$ cat config.mk
export PLATFORM = sky130hd
export DESIGN_NAME = wide_divider
export DESIGN_NICKNAME = d
export VERILOG_FILES = /design/src/rtl/wide_divider_pkg.sv /design/src/rtl/wide_divider_prep.sv /design/src/rtl/wide_divider_core.sv /design/src/rtl/wide_divider_fix.sv /design/src/rtl/wide_divider.sv
export SDC_FILE = /design/constraint.sdc
export NUM_CORES = 1
export LEC_CHECK = 0
export CORE_MARGIN = 5
export CORE_UTILIZATION = 45
export CTS_CLUSTER_DIAMETER = 60
export DETAILED_ROUTE_END_ITERATION = 6
export MAX_ROUTING_LAYER = met4
export PLACE_DENSITY = 0.7
export REMOVE_ABC_BUFFERS = 1
export SLEW_MARGIN = 15
export SYNTH_ARGS = -nofsm -noshare
export SYNTH_HDL_FRONTEND = slang
export SYNTH_SLANG_ARGS = --single-unit
$ cat constraint.sdc
create_clock -name clk -period 7.4 [get_ports clk]
set_input_delay 0.74 -clock clk [delete_from_list [all_inputs] [get_ports clk]]
set_output_delay 0.74 -clock clk [all_outputs]
set_load 0.05 [all_outputs]
$ cat src/rtl/wide_divider_pkg.sv
package wide_divider_pkg;
  typedef enum logic [1:0] {
    OUT_NONE = 2'b00,
    OUT_OK   = 2'b01,
    OUT_ERR  = 2'b10
  } div_outcome_e;
endpackage

$ cat src/rtl/wide_divider_prep.sv
module wide_divider_prep #(
  parameter int N = 16
) (
  input  logic         sgn,
  input  logic [N-1:0] hi,
  input  logic [N-1:0] lo,
  input  logic [N-1:0] dvs,
  output logic [N-1:0] mag_hi,
  output logic [N-1:0] mag_lo,
  output logic [N-1:0] mag_d,
  output logic         neg_q,
  output logic         neg_r,
  output logic         zero_d,
  output logic         pre_ovf,
  output logic         hi_zero
);
  localparam int W2 = 2 * N;

  function automatic logic [W2-1:0] abs_wide(input logic neg, input logic [W2-1:0] v);
    return neg ? (~v + 1'b1) : v;
  endfunction

  function automatic logic [N-1:0] abs_narrow(input logic neg, input logic [N-1:0] v);
    return neg ? (~v + 1'b1) : v;
  endfunction

  logic          s_a, s_b;
  logic [W2-1:0] mag_full;

  always_comb begin
    s_a      = sgn & hi[N-1];
    s_b      = sgn & dvs[N-1];
    mag_full = abs_wide(s_a, {hi, lo});
    mag_hi   = mag_full[W2-1:N];
    mag_lo   = mag_full[N-1:0];
    mag_d    = abs_narrow(s_b, dvs);
    neg_q    = s_a ^ s_b;
    neg_r    = s_a;
    zero_d   = (dvs == '0);
    pre_ovf  = !zero_d && (mag_hi >= mag_d);
    hi_zero  = (mag_hi == '0);
  end
endmodule

$ cat src/rtl/wide_divider_core.sv
module wide_divider_core #(
  parameter int N = 16
) (
  input  logic         clk,
  input  logic         rst_n,
  input  logic         load,
  input  logic [N-1:0] in_hi,
  input  logic [N-1:0] in_lo,
  input  logic [N-1:0] in_d,
  output logic         running,
  output logic         fin,
  output logic [N-1:0] q_mag,
  output logic [N-1:0] r_mag
);
  localparam int CW = $clog2(N + 1);
  localparam logic [CW-1:0] ITER = CW'(N);

  // one restoring step: capture top bit, shift pair, conditional subtract
  function automatic logic [2*N-1:0] rs_step(input logic [N-1:0] rh,
                                             input logic [N-1:0] rl,
                                             input logic [N-1:0] d);
    logic         top;
    logic         qb;
    logic [N-1:0] sh;
    logic [N-1:0] sl;
    top = rh[N-1];
    sh  = {rh[N-2:0], rl[N-1]};
    sl  = {rl[N-2:0], 1'b0};
    qb  = top || (sh >= d);
    if (qb) sh = sh - d;
    sl[0] = qb;
    return {sh, sl};
  endfunction

  logic [N-1:0]  rem_q, quo_q, dsr_q;
  logic [CW-1:0] cnt_q;
  logic          run_q;
  logic          stepping;
  logic [2*N-1:0] nxt;

  assign stepping = run_q && (cnt_q != '0);
  assign fin      = run_q && (cnt_q == '0);
  assign running  = run_q;
  assign q_mag    = quo_q;
  assign r_mag    = rem_q;
  assign nxt      = rs_step(rem_q, quo_q, dsr_q);

  always_ff @(posedge clk or negedge rst_n) begin
    if (!rst_n) begin
      rem_q <= '0;
      quo_q <= '0;
      dsr_q <= '0;
      cnt_q <= '0;
      run_q <= 1'b0;
    end else if (load) begin
      rem_q <= in_hi;
      quo_q <= in_lo;
      dsr_q <= in_d;
      cnt_q <= ITER;
      run_q <= 1'b1;
    end else if (stepping) begin
      rem_q <= nxt[2*N-1:N];
      quo_q <= nxt[N-1:0];
      cnt_q <= cnt_q - 1'b1;
    end else if (fin) begin
      run_q <= 1'b0;
    end
  end


  cnt_step_chk: assert property (@(posedge clk) disable iff (!rst_n)
    stepping && !load |=> cnt_q == $past(cnt_q) - 1'b1);


  load_idle_chk: assert property (@(posedge clk) disable iff (!rst_n)
    !(load && run_q));
endmodule

$ cat src/rtl/wide_divider_fix.sv
module wide_divider_fix #(
  parameter int N = 16
) (
  input  logic         sgn,
  input  logic         neg_q,
  input  logic         neg_r,
  input  logic [N-1:0] q_mag,
  input  logic [N-1:0] r_mag,
  output logic [N-1:0] q_out,
  output logic [N-1:0] r_out,
  output logic         range_ovf
);
  localparam logic [N-1:0] HALF = {1'b1, {(N-1){1'b0}}};

  function automatic logic [N-1:0] apply_sign(input logic neg, input logic [N-1:0] v);
    return neg ? (~v + 1'b1) : v;
  endfunction

  // negative quotient may reach -2^(N-1); positive must stay below 2^(N-1)
  function automatic logic out_of_range(input logic s, input logic nq, input logic [N-1:0] m);
    if (!s) return 1'b0;
    return nq ? (m > HALF) : (m >= HALF);
  endfunction

  always_comb begin
    q_out     = apply_sign(neg_q, q_mag);
    r_out     = apply_sign(neg_r, r_mag);
    range_ovf = out_of_range(sgn, neg_q, q_mag);
  end
endmodule

$ cat src/rtl/wide_divider.sv
module wide_divider #(
  parameter int N         = 16,
  parameter bit FAST_PATH = 1'b1
) (
  input  logic         clk,
  input  logic         rst_n,
  input  logic         start,
  input  logic         sgn_mode,
  input  logic [N-1:0] dvd_hi,
  input  logic [N-1:0] dvd_lo,
  input  logic [N-1:0] divisor,
  output logic         busy,
  output logic         done,
  output logic         res_ok,
  output logic         div_err,
  output logic [N-1:0] quot,
  output logic [N-1:0] rem
);
  import wide_divider_pkg::*;

  logic [N-1:0] p_hi, p_lo, p_d;
  logic         p_nq, p_nr, p_zero, p_povf, p_hzero;

  wide_divider_prep #(.N(N)) u_prep (
    .sgn(sgn_mode), .hi(dvd_hi), .lo(dvd_lo), .dvs(divisor),
    .mag_hi(p_hi), .mag_lo(p_lo), .mag_d(p_d),
    .neg_q(p_nq), .neg_r(p_nr), .zero_d(p_zero),
    .pre_ovf(p_povf), .hi_zero(p_hzero)
  );

  logic         accept;
  logic         early_err;
  logic         fast_take;
  logic [N-1:0] fast_q, fast_r;

  assign accept    = start && !busy;
  assign early_err = p_zero || p_povf;

  generate
    if (FAST_PATH) begin : g_fast
      assign fast_q    = (p_d == '0) ? '0 : p_lo / p_d;
      assign fast_r    = (p_d == '0) ? '0 : p_lo % p_d;
      assign fast_take = accept && !early_err && p_hzero;
    end else begin : g_loop_only
      assign fast_q    = '0;
      assign fast_r    = '0;
      assign fast_take = 1'b0;
    end
  endgenerate

  logic         core_load, core_run, core_fin;
  logic [N-1:0] c_q, c_r;

  assign core_load = accept && !early_err && !fast_take;

  wide_divider_core #(.N(N)) u_core (
    .clk(clk), .rst_n(rst_n), .load(core_load),
    .in_hi(p_hi), .in_lo(p_lo), .in_d(p_d),
    .running(core_run), .fin(core_fin), .q_mag(c_q), .r_mag(c_r)
  );

  logic sg_q, nq_q, nr_q;
  logic         f_sgn, f_nq, f_nr, f_ovf;
  logic [N-1:0] f_qm, f_rm, f_q, f_r;

  always_comb begin
    if (fast_take) begin
      f_sgn = sgn_mode; f_nq = p_nq; f_nr = p_nr; f_qm = fast_q; f_rm = fast_r;
    end else begin
      f_sgn = sg_q; f_nq = nq_q; f_nr = nr_q; f_qm = c_q; f_rm = c_r;
    end
  end

  wide_divider_fix #(.N(N)) u_fix (
    .sgn(f_sgn), .neg_q(f_nq), .neg_r(f_nr), .q_mag(f_qm), .r_mag(f_rm),
    .q_out(f_q), .r_out(f_r), .range_ovf(f_ovf)
  );

  div_outcome_e outcome;

  always_comb begin
    outcome = OUT_NONE;
    if (accept && early_err)           outcome = OUT_ERR;
    else if (fast_take || core_fin)    outcome = f_ovf ? OUT_ERR : OUT_OK;
  end

  always_ff @(posedge clk or negedge rst_n) begin
    if (!rst_n) begin
      done    <= 1'b0;
      res_ok  <= 1'b0;
      div_err <= 1'b0;
      quot    <= '0;
      rem     <= '0;
      sg_q    <= 1'b0;
      nq_q    <= 1'b0;
      nr_q    <= 1'b0;
    end else begin
      done    <= (outcome != OUT_NONE);
      res_ok  <= (outcome == OUT_OK);
      div_err <= (outcome == OUT_ERR);
      if (outcome == OUT_OK) begin
        quot <= f_q;
        rem  <= f_r;
      end
      if (core_load) begin
        sg_q <= sgn_mode;
        nq_q <= p_nq;
        nr_q <= p_nr;
      end
    end
  end

  assign busy = core_run;


  one_outcome_chk: assert property (@(posedge clk) disable iff (!rst_n)
    done |-> (res_ok ^ div_err));


  no_stray_flag_chk: assert property (@(posedge clk) disable iff (!rst_n)
    (res_ok || div_err) |-> done);


  busy_done_chk: assert property (@(posedge clk) disable iff (!rst_n)
    done |-> !busy);


  zero_div_chk: assert property (@(posedge clk) disable iff (!rst_n)
    start && !busy && divisor == '0 |=> div_err && !busy && $stable(quot) && $stable(rem));


  err_hold_chk: assert property (@(posedge clk) disable iff (!rst_n)
    div_err |-> $stable(quot) && $stable(rem));


  no_overflow_chk: assert property (@(posedge clk) disable iff (!rst_n)
    start && !busy && !sgn_mode && divisor != '0 && dvd_hi >= divisor |=> div_err && !busy);
endmodule

======== After elaboration in Yosys (flattened, before gate mapping) ========
Index checks and enable logic that the tools add are counted.
storage, ports and cells
  register bits after elaboration ......... 92
  latch bits .............................. 0
  bits in writable memories ............... 0
  memory bits (read-only) ................. 0
  output and inout port bits .............. 36
  logic and storage cells ................. 85
  memories kept ........................... 0
operators by class
  add/subtract/negate cells ............... 6
  multiply operators ...................... 0
  div/mod/pow operators ................... 2
  order comparisons ....................... 4
  equality and inequality tests ........... 3
  shifts and indexed selects .............. 0
  muxes and demuxes ....................... 26
  bitwise gates (word level) .............. 7
  reductions and logical operators ........ 24
operators by type and width
  operator                                           count
  two-way mux 16 bit                                 12
  adder 16 x 1 -> 16 bit (second input constant)     3
  logical NOT 16 bit                                 3
  NOT 16 bit                                         3
  adder 32 x 1 -> 32 bit (second input constant)     1
  >= comparator 16 bit                               2
  two-way mux 32 bit                                 1
  NOT 32 bit                                         1
  divider 16 x 16 -> 16 bit                          1
  >= comparator 16 bit (second input constant)       1
  > comparator 16 bit (second input constant)        1
  modulo 16 x 16 -> 16 bit                           1
  subtractor 16 bit                                  1
  two-way mux 5 bit                                  2
  logical AND 1 bit                                  8
  two-way mux 1 bit                                  8
  two-way mux 2 bit                                  3
  nonzero test 2 bit                                 3
  logical NOT 5 bit                                  1
  nonzero test 5 bit                                 1
  subtractor 5 x 1 -> 5 bit (second input constant)  1
  logical NOT 1 bit                                  4
  logical OR 1 bit                                   3
  AND 1 bit                                          2
  other kinds (5)                                    5

======== Depth between registers and ports, before layout ========
  depth after elaboration ................. 17
  gate-level depth with buffers ........... 153
  mapped depth without buffers ............ 145

======== By module ========
From an unflattened synthesis, not the netlist that was laid out.
second synthesis, totals
  cells, all modules ...................... 1969
  area total of the unflattened synthesis .. 15067.0 um^2
by module, submodules not included
  module             instances  cells an instance  area an instance (um^2)  sequential area each (um^2)
  wide_divider       1          1248               9305.2                   950.9
  wide_divider_core  1          408                3564.7                   1351.3
  wide_divider_prep  1          222                1546.5                   0.0
  wide_divider_fix   1          91                 650.6                    0.0

======== Worst setup path after synthesis ========
No wires, ideal clock.
  path kind ............................... input -> register
  start ................................... input divisor[0]
  end ..................................... register rem[15]
  arrival ................................. 31632 ps
  required time ........................... 7275 ps
  slack ................................... -24357 ps
  stages .................................. 139
  buffers on the path ..................... 12
  cells stage by stage .................... inv_1 > ha_1 > buf_2 > or3b_1 > buf_2 > a221oi_2 > o2111a_1 > and3_1 > nor3b_4 > a31oi_1 > a31oi_1 > ha_1 > o21a_1 > or2_2 > and4bb_1 > mux2i_1 > ha_1 > o21a_1 > (+103 left out) > nand2_1 > nor4_1 > nor4_1 > nor2b_1 > a221oi_1 > nand2_1 > buf_2 > nor3_1 > a21oi_1 > ha_1 > nand3_1 > nand2b_4 > nor3b_1 > a211o_1 > nand2b_1 > buf_2 > buf_6 > mux2_2
on the way
  longest elaborated chain between the ends .. 17
  elaborated cells between the ends (all ways) .. 34
ends and longest elaborated chain
  item                                                             line                 text
  start, declared                                                  wide_divider.sv:11   input logic [N-1:0] divisor,
  branches (longest 17 deep; another with adder 16 x 1 -> 16 bit)  -
  end signal, assigned                                             wide_divider.sv:103  rem <= f_r;
  end, declared                                                    wide_divider.sv:17   output logic [N-1:0] rem
Several ways; the timed one is not identified.
A chain may end at the register's enable or synchronous reset.

======== Worst setup path after layout ========
  start ................................... input divisor[7]
  end ..................................... register rem[12]
Same word-level chain as after synthesis.

==> metrics.md <==
| Metric | Value |
|---|---|
| Most frequent cells in the layout | `buf_4, nand2_1, nor2_1` |
| Multi-input gate area | `0.0158 mm2` |
| Num CTS Buffers | `9` |
| Die Width | `200 um` |
| Failing checks | `setup timing` |
| Clock Path Buffers | `2` |
| # DRC | `0` |
| Clk root buf | `clkbuf_16` |
| Area Overhead vs Synth | `68.9%` |
| # setup viols final | `34` |
| CTS Sinks | `between 90 and 100` |
| Slew headroom | `a little over a fifth` |
| Leak | `12.5 nW` |
| Reg2reg setup slack | `around 2.6 ns` |
| Worst EP arrival | `28.80 ns` |
| Commonest non-fill, non-tap cell in the layout | `buf_4` |
| H-Tree Depth | `3` |
| CP Capture Type | `flip-flop` |
| Worst-Margin Slew | `between 1 and 1.5 ns` |
| Largest net degree at the start of global routing | `56` |
| Routed Antenna Nets | `0` |
| Max Freq | `35.0 MHz` |
| Worst IR Drop VDD | `0.201 mV` |
| Starting Density | `around 46%` |
| Critical path required time | `7.65 ns` |
| Rows | `69` |
| Syn Area/Cell | `around 7.7 um2` |
| Die Y | `approximately 200 um` |
| Final instance area | `approximately 0.028 mm2` |
| R2r endpoint | `u_core.r_mag[10]` |
| Routability Congestion | `1.05` |
| Mapped Cells | `2128` |
| Placed cell area | `0.0230 mm2` |
| Critical path type | `in -> reg` |
| DR pass1 iterations | `6` |
| Number of fill cells | `2513` |
| CP startpoint kind | `input port` |
| Placed wire-length estimate | `59000 um` |
| Share of cells above drive strength 1 | `46.5%` |
| Worst r2r path cells | `17` |
| Mapped cell area | `0.0163 mm2` |
| Starting DRT DRC Count | `2234` |
| Vias per cell | `6.25` |
| Sequential share of the synthesized area | `about 14%` |
| Final worst-path cycle share | `386%` |
| Most used DFF post-synth | `dfrtp_1` |
| CP dominant cell by count | `buf_4` |
| Tmin final | `28.55 ns` |
| Register area | `0.00230 mm2` |
| Gr ovfl total | `0` |
| Total track usage | `between 30% and 40%` |
| Vias in the first global route | `around 22000` |
| Setup WS post-layout | `-21.15 ns` |
| Fin. Hold Viols | `0` |
| Crit. Startpoint | `divisor[7]` |
| CP peak stage delay | `0.60 ns` |
| Worst skew pair latency | `0.36 ns` |
| WL final | `82600 um` |
| I/O Pins | `slightly below 90` |
| Die Area | `0.0401 mm2` |
| CTS tree | `done` |
| Max-cap viol count | `0` |
| Slowest cell on the critical path | `or4_4` |
| Via count | `between 20000 and 25000` |
| CTS Hold Bufs | `0` |
| Placed Instances | `~3300` |
| Netlist cell types | `128` |
| Final Non-Filler Cells | `3558` |
| RSZ-0062 raised after global routing | `yes` |
| Worst-path clk slew | `about 0.070 ns` |
| Core area | `0.0357 mm2` |
| Worst setup path endpoint | `rem[12]` |
| RR Startpoint | `u_core.q_mag[15]` |
| Number of flops mapped to enable cells by yosys | `0` |
| Worst hold-check path type | `in -> async` |
| Antenna violations before repair | `1` |
| # nets final | `3323` |
| Power Total | `approximately 0.009 W` |
| Ys Warns | `0` |
| P per Cell Area | `328 mW/mm2` |
| Ys async rst share | `100%` |
| Worst-path maximum fanout | `7` |
| Outcome | `complete, but fails checks` |
| First-pass GRT wire length | `120000 um` |
| Wirelength per Cell | `23.2 um` |
| # port buffers | `87` |
| Seq cells post-synth | `92` |
| Final Max Tran Viols | `0` |
| Skew final | `between 0.01 and 0.015 ns` |
worst min path at each step:
stage                     slack, ns  startpoint         endpoint  cells past startpoint
after global placement         0.46        sg_q             sg_q                      2
after detailed placement       0.46        sg_q             sg_q                      2
after floorplan                0.44       rst_n          div_err                      0
after global routing           0.40       rst_n  u_core.cnt_q[4]                      1
after CTS                      0.38       rst_n  u_core.cnt_q[2]                      1
final                          0.36       rst_n  u_core.cnt_q[4]                      1
metrics by stage:
step | setup TNS [ns] | utilization (%) | worst slack, ns | hold slack (ns)
CTS | -678.82 | 72.6 | -20.04 | 0.383
global route | -747.06 | 77.2 | -22.04 | 0.400
detailed placement | -806.33 | 64.5 | -23.77 | 0.463
finish | -716.68 | 77.2 | -21.15 | 0.361
global placement | -777.37 | 64.5 | -22.91 | 0.460
floorplan | -876.20 | - | -25.85 | 0.444
metal layers:
| layer | vias to the layer above | global-route usage, % | share of wire [%] |
|---|---|---|---|
| met5 | - | - | 0 |
| met4 | 0 | 20.9 | 7.1 |
| met3 | 402 | 6.08 | 8.2 |
| met2 | 1222 | 60.1 | 45 |
| met1 | 10607 | 46.5 | 40 |
| li1 | 10018 | - | - |
cells in the mapped netlist, types with 13 or more instances:
master    number  area share [%]
nand4_1       33             1.3
a21oi_1      140             4.3
a21o_1        45             2.1
a31oi_1       35             1.3
ha_1         178              14
nand2b_1      19            0.73
nor2_1       183             4.2
mux2i_1       16            0.98
buf_2         18            0.55
nor4_1        32             1.2
o21a_1        43             2.0
nand2_1      207             4.8
o31ai_1       29             1.3
nand3_1       56             1.7
or2_2         20            0.77
xor2_1        58             3.1
and2_1        17            0.65
o211ai_1      27             1.2
a221o_1       27             1.7
mux2_2        21             1.5
clkbuf_1      46             1.1
or3_1         31             1.2
dfrtp_1       92              14
a211oi_1      19            0.88
a21boi_0      17            0.78
o21ai_0      129             4.0
mux2_1        22             1.5
inv_1         75             1.7
and3_1        13            0.50
nor3_1        75             2.3
nor2b_1       16            0.61
xnor2_1       97             5.2
report_power, final:
part	switching, W	internal [W]
Sequential	0.000254	0.000748
Combinational	0.00389	0.00366
Clock	0.000225	0.000240
sequential cells by signal, indices dropped and copies added, names as in the netlist:
name / cells
quot: 16
res_ok: 1
u_core.q_mag: 16
div_err: 1
u_core.running: 1
u_core.r_mag: 16
nr_q: 1
nq_q: 1
done: 1
sg_q: 1
rem: 16
u_core.dsr_q: 16
u_core.cnt_q: 5
critical path, delay by kind of cell:
kind            cells  cell delay, ns
fa+ha+maj          15            3.78
buf+inv            26            3.64
compound gates     61           12.58
mux                 3            0.58
simple gates       35            6.95
xor+xnor            2            0.37
cells by family (layout without fill, tap and decap cells):
kind of cell    count (synthesis)  in the layout  synth area share, %
buf+inv                       165           1133                 4.45
other cells                     0              1                    0
xor+xnor                      158            158                 8.63
simple gates                  778            778                 24.4
mux                            59             59                 3.95
fa+ha+maj                     180            180                 13.9
compound gates                696            696                 30.6
flops                          92             92                 14.1
cell type report:
class,count,area share (%)
Inverter,80,1.12
Tap cell,461,2.10
Sequential cell,92,8.36
Timing Repair Buffer,1037,30.1
Multi-Input combinational cell,1871,57.3
Antenna cell,1,0.00909
Clock buffer,10,0.868
Clock inverter,6,0.168
timing repair:
item,CTS,global route
buffers inserted,146,61
gates resized for setup,353,254
pin swaps,176,171
cloned,2,1
endpoints found under the setup margin,34,34
(Power assumes the default switching activity.)
